## config.mk

```make
export PLATFORM = sky130hd
export DESIGN_NAME = uart_chan_core
export DESIGN_NICKNAME = d
export VERILOG_FILES = /design/src/rtl/uartq_pkg.sv /design/src/rtl/uartq_ring.sv /design/src/rtl/uartq_status.sv /design/src/rtl/uart_chan_core.sv
export SDC_FILE = /design/constraint.sdc
export NUM_CORES = 1
export LEC_CHECK = 0
export BUFFER_PORTS_ARGS = -buffer_cell sky130_fd_sc_hd__buf_2
export CORE_ASPECT_RATIO = 0.7
export CORE_MARGIN = 2
export CORE_UTILIZATION = 55
export CTS_BUF_LIST = sky130_fd_sc_hd__clkbuf_16
export CTS_CLUSTER_SIZE = 20
export DETAILED_ROUTE_END_ITERATION = 8
export GPL_ROUTABILITY_DRIVEN = 0
export PLACE_DENSITY = 0.84
export SYNTH_ARGS = -nofsm -noshare
export SYNTH_HDL_FRONTEND = slang
export SYNTH_HIERARCHICAL = 1
export SYNTH_SLANG_ARGS = --single-unit
```

## constraint.sdc

```tcl
create_clock -name clk -period 6.6 [get_ports clk]
set_clock_uncertainty 0.2 [all_clocks]
set_input_delay 0.33 -clock clk [delete_from_list [all_inputs] [get_ports clk]]
set_output_delay 0.33 -clock clk [all_outputs]
set_load 0.1 [all_outputs]
```

## src/rtl/uartq_pkg.sv

```systemverilog
package uartq_pkg;
   // word indices of the register port
   localparam int unsigned RG_CTRL   = 0;
   localparam int unsigned RG_MODE   = 1;
   localparam int unsigned RG_IMASK  = 2;
   localparam int unsigned RG_ISTAT  = 3;
   localparam int unsigned RG_RXTRIG = 4;
   localparam int unsigned RG_TXTRIG = 5;
   localparam int unsigned RG_STATUS = 6;
   localparam int unsigned RG_DATA   = 7;

   // control bit positions (reset value depends on them)
   localparam int unsigned CB_RXCLR = 0;
   localparam int unsigned CB_TXCLR = 1;
   localparam int unsigned CB_RXON  = 2;
   localparam int unsigned CB_RXOFF = 3;
   localparam int unsigned CB_TXON  = 4;
   localparam int unsigned CB_TXOFF = 5;
   localparam logic [31:0] CTRL_RST = 32'h0000_0128;

   // sticky cause bits
   localparam int unsigned IB_OVR = 0;
   localparam int unsigned IB_TMO = 1;

   typedef enum logic [1:0] {
      CHM_NORMAL = 2'd0,
      CHM_ECHO   = 2'd1,
      CHM_LOCAL  = 2'd2,
      CHM_REMOTE = 2'd3
   } chmode_e;
endpackage

```

## src/rtl/uartq_ring.sv

```systemverilog
module uartq_ring #(
   parameter int unsigned WIDTH = 8,
   parameter int unsigned DEPTH = 16,
   localparam int unsigned PW = $clog2(DEPTH),
   localparam int unsigned CW = PW + 1
) (
   input  logic             clk,
   input  logic             rst_n,
   input  logic             clr,
   input  logic             push,
   input  logic [WIDTH-1:0] din,
   input  logic             pop,
   output logic [WIDTH-1:0] dout,
   output logic [CW-1:0]    count,
   output logic             full,
   output logic             empty
);
   if ((DEPTH < 2) || ((DEPTH & (DEPTH - 1)) != 0)) begin : g_bad_depth
      $error("uartq_ring: DEPTH must be a power of two, at least 2");
   end

   logic [WIDTH-1:0] mem [DEPTH];
   logic [PW-1:0]    wptr;
   logic [PW-1:0]    rptr;
   logic             do_push, do_pop;

   assign full    = (count == CW'(DEPTH));
   assign empty   = (count == '0);
   assign do_push = push && !full;
   assign do_pop  = pop && !empty;
   // oldest entry sits count places behind the write pointer
   assign rptr    = wptr - count[PW-1:0];
   assign dout    = mem[rptr];

   always_ff @(posedge clk) begin
      if (do_push && !clr) mem[wptr] <= din;
   end

   always_ff @(posedge clk or negedge rst_n) begin
      if (!rst_n) begin
         wptr  <= '0;
         count <= '0;
      end else if (clr) begin
         wptr  <= '0;
         count <= '0;
      end else begin
         if (do_push) wptr <= wptr + 1'b1;
         case ({do_push, do_pop})
            2'b10:   count <= count + 1'b1;
            2'b01:   count <= count - 1'b1;
            default: count <= count;
         endcase
      end
   end

   assert_no_overflow_R1: assert property (@(posedge clk) disable iff (!rst_n)
      count <= CW'(DEPTH));
   assert_push_counts_R1: assert property (@(posedge clk) disable iff (!rst_n)
      (push && !full && !pop && !clr) |=> (count == $past(count) + 1'b1));
endmodule

```

## src/rtl/uartq_status.sv

```systemverilog
module uartq_status #(
   parameter int unsigned CW = 5
) (
   input  logic [CW-1:0] rx_cnt,
   input  logic [CW-1:0] tx_cnt,
   input  logic [CW-1:0] rx_lvl,
   input  logic [CW-1:0] tx_lvl,
   input  logic          rx_full,
   input  logic          rx_empty,
   input  logic          tx_full,
   input  logic          tx_empty,
   output logic [31:0]   word
);
   always_comb begin
      word    = '0;
      word[0] = (rx_cnt >= rx_lvl);
      word[1] = rx_empty;
      word[2] = rx_full;
      word[3] = tx_empty;
      word[4] = tx_full;
      word[5] = (tx_cnt >= tx_lvl);
      assert_rx_not_both_R5: assert (!(word[1] && word[2]));
      assert_tx_not_both_R5: assert (!(word[3] && word[4]));
   end
endmodule

```

## src/rtl/uart_chan_core.sv

```systemverilog
module uart_chan_core
   import uartq_pkg::*;
#(
   parameter int unsigned DEPTH       = 16,
   parameter int unsigned ADDR_W      = 6,
   parameter int unsigned TIMEOUT_CYC = 32,
   parameter int unsigned LVL_RST     = 8
) (
   input  logic              clk,
   input  logic              rst_n,
   input  logic              bus_sel,
   input  logic              bus_we,
   input  logic [ADDR_W-1:0] bus_addr,
   input  logic [31:0]       bus_wdata,
   output logic [31:0]       bus_rdata,
   input  logic              sin_valid,
   input  logic [7:0]        sin_data,
   output logic              sin_ready,
   output logic              sout_valid,
   output logic [7:0]        sout_data,
   input  logic              sout_ready,
   output logic              irq
);
   localparam int unsigned CW  = $clog2(DEPTH) + 1;
   localparam int unsigned TOW = $clog2(TIMEOUT_CYC + 1);

   if (ADDR_W < 3) begin : g_bad_addr
      $error("uart_chan_core: ADDR_W too small for the register set");
   end
   if (TIMEOUT_CYC < 1) begin : g_bad_tmo
      $error("uart_chan_core: TIMEOUT_CYC must be at least 1");
   end
   if (LVL_RST > DEPTH) begin : g_bad_lvl
      $error("uart_chan_core: LVL_RST exceeds DEPTH");
   end

   logic [31:0]   ctrl_q;
   chmode_e       mode_q;
   logic [1:0]    imask_q, istat_q;
   logic [CW-1:0] rx_lvl_q, tx_lvl_q;
   logic [TOW-1:0] tmo_cnt;
   logic          tmo_arm;

   logic wr, rd, wr_ctrl, rx_clr, tx_clr;
   logic tgt_rx, tgt_tx, rx_on, tx_on;
   logic rx_push, rx_pop, tx_push, tx_pop, ser_tx, bus_tx;
   logic ovr_evt, tmo_evt, rx_acc;
   logic [7:0] rx_dout, tx_dout, tx_din;
   logic [CW-1:0] rx_cnt, tx_cnt;
   logic rx_full, rx_empty, tx_full, tx_empty;
   logic [31:0] stat_word;

   assign wr      = bus_sel && bus_we;
   assign rd      = bus_sel && !bus_we;
   assign wr_ctrl = wr && (bus_addr == ADDR_W'(RG_CTRL));
   assign rx_clr  = wr_ctrl && bus_wdata[CB_RXCLR];
   assign tx_clr  = wr_ctrl && bus_wdata[CB_TXCLR];
   assign rx_on   = ctrl_q[CB_RXON] && !ctrl_q[CB_RXOFF];
   assign tx_on   = ctrl_q[CB_TXON] && !ctrl_q[CB_TXOFF];

   assign tgt_rx    = (mode_q == CHM_NORMAL) || (mode_q == CHM_ECHO);
   assign tgt_tx    = (mode_q == CHM_ECHO) || (mode_q == CHM_REMOTE);
   assign sin_ready = (!tgt_rx || !rx_full) && (!tgt_tx || !tx_full);

   assign rx_push = sin_valid && tgt_rx && !rx_full;
   assign ovr_evt = sin_valid && tgt_rx && rx_full;
   assign rx_acc  = rx_push && !rx_clr;
   assign rx_pop  = rd && (bus_addr == ADDR_W'(RG_DATA)) && rx_on && !rx_empty;

   assign ser_tx  = sin_valid && tgt_tx;
   assign bus_tx  = wr && (bus_addr == ADDR_W'(RG_DATA)) && tx_on && !ser_tx;
   assign tx_push = ser_tx || bus_tx;
   assign tx_din  = ser_tx ? sin_data : bus_wdata[7:0];
   assign tx_pop  = sout_ready;

   uartq_ring #(.WIDTH(8), .DEPTH(DEPTH)) u_rxq (
      .clk(clk), .rst_n(rst_n), .clr(rx_clr), .push(rx_push), .din(sin_data),
      .pop(rx_pop), .dout(rx_dout), .count(rx_cnt), .full(rx_full), .empty(rx_empty));

   uartq_ring #(.WIDTH(8), .DEPTH(DEPTH)) u_txq (
      .clk(clk), .rst_n(rst_n), .clr(tx_clr), .push(tx_push), .din(tx_din),
      .pop(tx_pop), .dout(tx_dout), .count(tx_cnt), .full(tx_full), .empty(tx_empty));

   uartq_status #(.CW(CW)) u_stat (
      .rx_cnt(rx_cnt), .tx_cnt(tx_cnt), .rx_lvl(rx_lvl_q), .tx_lvl(tx_lvl_q),
      .rx_full(rx_full), .rx_empty(rx_empty), .tx_full(tx_full), .tx_empty(tx_empty),
      .word(stat_word));

   assign sout_valid = !tx_empty;
   assign sout_data  = tx_dout;

   // idle timer: restarted by every accepted receive byte
   assign tmo_evt = tmo_arm && (tmo_cnt == TOW'(1)) && !rx_acc;

   always_ff @(posedge clk or negedge rst_n) begin
      if (!rst_n) begin
         tmo_cnt <= '0;
         tmo_arm <= 1'b0;
      end else if (rx_acc) begin
         tmo_cnt <= TOW'(TIMEOUT_CYC);
         tmo_arm <= 1'b1;
      end else if (tmo_arm) begin
         tmo_cnt <= tmo_cnt - 1'b1;
         if (tmo_cnt == TOW'(1)) tmo_arm <= 1'b0;
      end
   end

   always_ff @(posedge clk or negedge rst_n) begin
      if (!rst_n) begin
         ctrl_q   <= CTRL_RST;
         mode_q   <= CHM_NORMAL;
         imask_q  <= '0;
         istat_q  <= '0;
         rx_lvl_q <= CW'(LVL_RST);
         tx_lvl_q <= CW'(LVL_RST);
      end else begin
         if (wr_ctrl) ctrl_q <= bus_wdata & ~32'h3;
         if (wr && (bus_addr == ADDR_W'(RG_MODE)))   mode_q   <= chmode_e'(bus_wdata[1:0]);
         if (wr && (bus_addr == ADDR_W'(RG_IMASK)))  imask_q  <= bus_wdata[1:0];
         if (wr && (bus_addr == ADDR_W'(RG_RXTRIG))) rx_lvl_q <= bus_wdata[CW-1:0];
         if (wr && (bus_addr == ADDR_W'(RG_TXTRIG))) tx_lvl_q <= bus_wdata[CW-1:0];
         istat_q <= (istat_q & ~((wr && (bus_addr == ADDR_W'(RG_ISTAT))) ? bus_wdata[1:0] : 2'b00))
                  | {tmo_evt, ovr_evt};
      end
   end

   assign irq = |(istat_q & imask_q);

   always_comb begin
      bus_rdata = '0;
      if (rd) begin
         case (bus_addr)
            ADDR_W'(RG_CTRL):   bus_rdata = ctrl_q;
            ADDR_W'(RG_MODE):   bus_rdata = {30'd0, mode_q};
            ADDR_W'(RG_IMASK):  bus_rdata = {30'd0, imask_q};
            ADDR_W'(RG_ISTAT):  bus_rdata = {30'd0, istat_q};
            ADDR_W'(RG_RXTRIG): bus_rdata = 32'(rx_lvl_q);
            ADDR_W'(RG_TXTRIG): bus_rdata = 32'(tx_lvl_q);
            ADDR_W'(RG_STATUS): bus_rdata = stat_word;
            ADDR_W'(RG_DATA):   bus_rdata = rx_pop ? {24'd0, rx_dout} : 32'd0;
            default:            bus_rdata = '0;
         endcase
      end
   end

   assert_overrun_sticky_R4: assert property (@(posedge clk) disable iff (!rst_n)
      ovr_evt |=> istat_q[IB_OVR]);
   assert_timeout_sticky_R10: assert property (@(posedge clk) disable iff (!rst_n)
      tmo_evt |=> istat_q[IB_TMO]);
   assert_rx_clear_R8: assert property (@(posedge clk) disable iff (!rst_n)
      rx_clr |=> rx_empty);
   assert_tx_clear_R8: assert property (@(posedge clk) disable iff (!rst_n)
      tx_clr |=> tx_empty);
   assert_irq_cause_R11: assert property (@(posedge clk) disable iff (!rst_n)
      $rose(irq) |-> ((istat_q & imask_q) != 2'b00));
   assert_ready_rx_R3: assert property (@(posedge clk) disable iff (!rst_n)
      (sin_ready && tgt_rx) |-> !rx_full);
endmodule

```

==> run_results.csv, run 1 <==
group,metric,value,unit
run_status,status,"finished, final reports clean",
placement,port_buffers,94,
clocking,clock-root-buffer,"clkbuf_16",
global_routing,grt.overflow.total,0,
global_routing,first_global_vias,8875,
detailed_routing,drc,0,
cells_and_area,seqCellArea,9470,µm²
clocking,post_cts_buffers,0,
timing,fin_crit_sh,0.772,
yosys,yosysTopAreaCell,"edfxtp_1",
timing,rsz0062_at_grt,"no",
timing,worst_pin_slew,1.34,ns
timing,finalSetupViolCount,0,
clocking,insertion_delay,0.57,ns
cells_and_area,finalNonFillerCells,1467,
power_and_ir_drop,p_comb_frac,0.530,
timing,drv_slew,0,
cells_and_area,drive_above_1_share,0.283,
yosys,avgSynthCellArea,16.0,µm²
cells_and_area,multi_input_area,5110,µm²
yosys,ys_ff_latch,327,
flow_run,maxCapViolations,0,
timing,finalWorstSetupSlack,1.51,ns
setup_path,critical_path.endpoint_type,"output pin",
clocking,postCtsHoldBufs,43,
setup_path,required,6.07,ns
detailed_routing,drt_iter0_markers,910,
detailed_routing,wl_per_cell,23.2,µm
detailed_routing,viasPerCell,6.01,
cells_and_area,nets,1167,
yosys,syn_inst,941,
placement,place_inst,1367,
timing,holdWs,0.0500,ns
yosys,synth_seq_area_share,0.631,
placement,dpl-instance-area,15700,µm²
global_routing,grt_max_degree,72,
cells_and_area,fillCellCount,1777,
power_and_ir_drop,p_int,5.20,mW
yosys,synth_cell_type_count,62,
yosys,synthArstFlopShare,0.217,
cells_and_area,fin_area,17100,µm²
die,die-height,142,µm
die,fp.dieW,202,µm
clocking,cts_tree,"yes",
die,core,26800,µm²
yosys,yosysMostFrequentCell,"edfxtp_1",
yosys,synth_top_area_frac,0.512,
setup_path,start_kind,"flip-flop",
yosys,synth.area.top_cells,"edfxtp_1, dfrtp_1, mux4_2",
worst_hold_path,hold_class,"in2reg",
clocking,numCtsBuffers,31,
timing,setup_tns,0,ns
power_and_ir_drop,total_power,9.17,mW
global_routing,grt_pass1_wl,52.5,mm
timing,final-hold-violation-count,0,
clocking,path_clk_slew,0.06,ns
die,die-area,28700,µm²
detailed_routing,wl,34.0,mm
timing,slew_headroom,0.0997,
detailed_routing,num_vias,8813,
die,std_cell_rows,50,
detailed_routing,dr.pass1.iters,5,
power_and_ir_drop,seqPwrFrac,0.281,
global_routing,grtUsageTotal,0.241,
timing,max_freq,0.196,GHz
setup_path,crit_type,"reg2out",
global_routing,grt_antenna_before_repair,1,
power_and_ir_drop,clockPowerShare,0.190,
detailed_routing,antenna_left,0,
power_and_ir_drop,p_switching,3.97,mW
power_and_ir_drop,power.density,535,nW/µm²
clocking,cts.sinks,327,
clocking,cts_resized,0,
clocking,cts_buffer_depth,3,
power_and_ir_drop,sw_frac_of_total,0.433,
die,start_util,0.561,
yosys,synth_common_cells,"edfxtp_1, nor2_1, dfrtp_1",
placement,dp_hpwl,21.6,mm
clocking,htree_levels,1,
yosys,ys.flop_type,"edfxtp_1",
cells_and_area,area_growth,14.1,%
placement,pre_cts_ws,2.13,ns
yosys,yosysWarnings,6,
setup_path,arrival,4.56,ns
yosys,syn_area,15000,µm²
cells_and_area,num_antenna_cells,0,
yosys,synth_edf_count,256,
setup_path,path_max_fanout,22,
power_and_ir_drop,peakVddDrop,0.618,mV
timing,period_minus_slack,5.09,ns
die,ios,95,
cells_and_area,post-route-util,0.640,
power_and_ir_drop,power.leakage,6.45,nW
[state kept, by name, indices dropped and copies added, names as in the netlist, 5 cells and up]
register	count
u_rxq/mem	128
u_txq/mem	128
ctrl_q	30
tmo_cnt	6
rx_lvl_q	5
tx_lvl_q	5
u_rxq/count	5
u_txq/count	5
[metal layers]
layer	GRT usage	routed length (µm)	up-vias
met5	0	0	-
met4	0.0639	711	0
met3	0.0588	3280	62
met2	0.374	15500	479
met1	0.347	14500	4461
li1	-	-	3811
[worst max-delay path, cell delays in order (launching register included)]
cell     delay, ns
dfrtp_1       0.45
inv_1         0.12
ha_2          0.21
fa_1          1.37
buf_4         0.36
mux4_2        0.20
mux2i_1       0.08
mux2i_1       0.28
a22oi_1       0.13
a21oi_1       0.28
buf_2         0.50
[final timing paths]
check	to	cells past startpoint	slack, ns	start
max in group asynchronous	u_rxq/count[2]$_DFFE_PN0P_	3	5.28	rst_n
worst min register to register	ctrl_q[12]$_DFFE_PN0P_	1	0.31	ctrl_q[12]$_DFFE_PN0P_
worst min-delay path	u_txq/count[4]$_DFFE_PN0P_	5	0.05	sout_ready
worst max register to register	u_rxq/count[4]$_DFFE_PN0P_	12	2.15	u_rxq/count[1]$_DFFE_PN0P_
worst max-delay path	bus_rdata[4]	10	1.51	u_rxq/wptr[0]$_DFFE_PN0P_
min in group asynchronous	ctrl_q[22]$_DFFE_PN0P_	3	0.32	rst_n
[layout by cell type, fill, tap and decap left out, types with 5 or more instances in the layout]
| cell type | n |
|---|---|
| a31oi_1 | 6 |
| conb_1 | 26 |
| inv_1 | 37 |
| buf_4 | 12 |
| mux2_2 | 34 |
| xor2_1 | 13 |
| a21o_1 | 7 |
| a21oi_1 | 21 |
| dfstp_2 | 5 |
| mux4_2 | 64 |
| nand2_1 | 31 |
| nor2_1 | 98 |
| mux2i_1 | 51 |
| o21ai_0 | 7 |
| dlygate4sd3_1 | 43 |
| dfrtp_1 | 66 |
| buf_2 | 94 |
| edfxtp_1 | 256 |
| ha_1 | 30 |
| a22oi_1 | 35 |
| nand2b_1 | 7 |
| mux2_4 | 28 |
| or2_2 | 5 |
| clkbuf_16 | 31 |
| xnor2_1 | 6 |
| clkinv_2 | 6 |
[area by class of cell]
type                       instances  area share
clock inverter                    26      0.0126
sequential                       327       0.553
clock buffer                      31      0.0453
inverter                          32     0.00701
timing repair buffer             149      0.0578
multi-input combinational        538       0.298
tap                              364      0.0266
[cell families after synthesis]
| logic type | after synthesis | synth area share |
|---|---|---|
| xor gates and xnor gates | 21 | 0.0122 |
| adders and majority gates | 36 | 0.0320 |
| muxes | 177 | 0.183 |
| DFF | 327 | 0.631 |
| buffers and inverters | 101 | 0.0373 |
| other | 1 | 0.000250 |
| and+or+nand+nor | 182 | 0.0589 |
| AOI/OAI and AO/OA | 96 | 0.0453 |
[power groups by stage]
stage | combinational [mW] | clock [mW] | sequential (mW)
floorplan | 3.64 | 0 | 2.55
global placement | 4.69 | 0 | 2.60
detailed placement | 4.77 | 0 | 2.61
CTS | 4.85 | 1.77 | 2.57
global route | 5.14 | 1.84 | 2.59
finish | 4.86 | 1.74 | 2.57
Power figures use the tool's default switching activity.
==> inputs of run 2 (changes only) <==
Settings changed: PLACE_DENSITY 0.84 to 0.87.
Clock period 6.6 ns to 4.4 ns, I/O delays scaled along.
==> run_results.csv, run 2 (same netlist as run 1, synthesis figures left out) <==
group,metric,value,unit
run_status,status,"finished, final reports clean",
setup_path,start_kind,"flip-flop",
die,die-area,28700,µm²
global_routing,grt_pass1_wl,53.7,mm
detailed_routing,num_vias,8983,
cells_and_area,post-route-util,0.654,
detailed_routing,viasPerCell,6.06,
cells_and_area,final_cell_mix,"edfxtp_1, nor2_1, buf_2",
clocking,clock-root-buffer,"clkbuf_16",
cells_and_area,drive_above_1_share,0.300,
detailed_routing,antenna_left,0,
timing,fin_crit_sh,0.959,
cells_and_area,area_growth,16.5,%
timing,max_freq,0.237,GHz
setup_path,path_max_fanout,17,
power_and_ir_drop,total_power,14.2,mW
clocking,insertion_delay,0.57,ns
flow_run,maxCapViolations,0,
setup_path,arrival,3.80,ns
timing,setup_tns,0,ns
setup_path,setup.worst_path.start,"u_rxq/wptr[0]$_DFFE_PN0P_",
timing,finalSetupViolCount,0,
die,core,26800,µm²
worst_hold_path,hp-start,"bus_addr[1]",
timing,drv_slew,0,
global_routing,grt.overflow.total,0,
detailed_routing,wl_met1,14.7,mm
clocking,cts_buffer_depth,3,
timing,slew_headroom,0.119,
die,die-height,142,µm
detailed_routing,wl_per_cell,24.0,µm
die,start_util,0.561,
global_routing,grt_max_degree,38,
detailed_routing,dr.pass1.iters,6,
clocking,path_clk_slew,0.07,ns
die,std_cell_rows,50,
cells_and_area,nets,1180,
timing,worst_pin_slew,1.31,ns
clocking,htree_levels,1,
power_and_ir_drop,peakVddDrop,0.892,mV
global_routing,grtUsageTotal,0.248,
detailed_routing,drt_iter0_markers,893,
setup_path,timing.rr.start,"u_rxq/count[0]$_DFFE_PN0P_",
clocking,cts_tree,"yes",
setup_path,required,3.98,ns
power_and_ir_drop,power.density,813,nW/µm²
timing,period_minus_slack,4.22,ns
setup_path,critical_path.endpoint_type,"output pin",
placement,port_buffers,94,
timing,final-hold-violation-count,0,
clocking,post_cts_buffers,0,
placement,dp_hpwl,22.3,mm
global_routing,first_global_vias,9072,
power_and_ir_drop,power.leakage,6.60,nW
worst_hold_path,hold_class,"in2reg",
timing,finalWorstSetupSlack,0.180,ns
detailed_routing,routed-wl-met2,16.4,mm
detailed_routing,dr_wl_met3,3.42,mm
cells_and_area,largestRegisters,"u_rxq/mem: 128 flops, u_txq/mem: 128 flops, ctrl_q: 30 flops",
die,ios,95,
die,fp.dieW,202,µm
timing,rsz0062_at_grt,"no",
clocking,cts.sinks,327,
detailed_routing,drc,0,
cells_and_area,final_common_cell,"edfxtp_1",
detailed_routing,highest_layer,"met4",
clocking,numCtsBuffers,30,
placement,pre_cts_ws,0.527,ns
setup_path,crit_type,"reg2out",
global_routing,grt_antenna_before_repair,1,
detailed_routing,wl,35.5,mm
[run 2: through the flow]
stage	area (µm²)	hold WS (ns)	cells
2_1_floorplan	15100	-0.276	966
3_3_place_gp	15900	0.164	1381
3_5_place_dp	15900	0.171	1381
4_1_cts	17500	0.0515	1480
5_1_grt	17500	0.0934	1481
6_report	17500	0.0822	1482
[run 2: repair_timing]
action                     CTS  global route
hold endpoints to repair   207             0
hold buffers                43             0
resized for setup            0             4
setup endpoints to repair    0             5
[run 2: path summary, 6_finish.rpt]
path | depth (start not counted) | slack (ns) | end
max | 10 | 0.18 | bus_rdata[4]
min | 4 | 0.08 | imask_q[0]$_DFFE_PN0P_
max reg2reg | 12 | 0.35 | u_rxq/count[4]$_DFFE_PN0P_
min reg2reg | 1 | 0.31 | ctrl_q[7]$_DFFE_PN0P_
max in group asynchronous | 3 | 2.87 | tmo_cnt[1]$_DFFE_PN0P_
min in group asynchronous | 2 | 0.11 | ctrl_q[14]$_DFFE_PN0P_
[run 2: metal layers]
layer,global-route usage,vias to the layer above
li1,-,3853
met1,0.356,4564
met2,0.388,491
met3,0.0520,75
met4,0.0716,0
met5,0,-
[run 2: critical path, cell delays in order (launching register included)]
cell and delay, ns:
dfrtp_1 0.43, inv_1 0.13, ha_4 0.19, fa_1 0.52, buf_4 0.27, mux4_2 0.36, mux2i_1 0.48, mux2i_1 0.18
a22oi_1 0.26, a21oi_1 0.15, buf_12 0.26
[run 2: layout make-up]
class | instances | area (µm²)
antenna | 2 | 5.00
clock buffer | 31 | 776
clock inverter | 25 | 398
fill | 1745 | 9270
inverter | 32 | 120
multi-input combinational | 538 | 5140
sequential | 327 | 9470
tap | 364 | 455
timing repair buffer | 163 | 1140
[run 2: where the power goes]
part / switching, mW / internal [mW] / leakage (nW) / total (mW)
Sequential: 0.247 / 3.61 / 3.21 / 3.86
Clock: 1.17 / 1.88 / 0.562 / 3.04
Combinational: 4.57 / 2.76 / 2.83 / 7.33
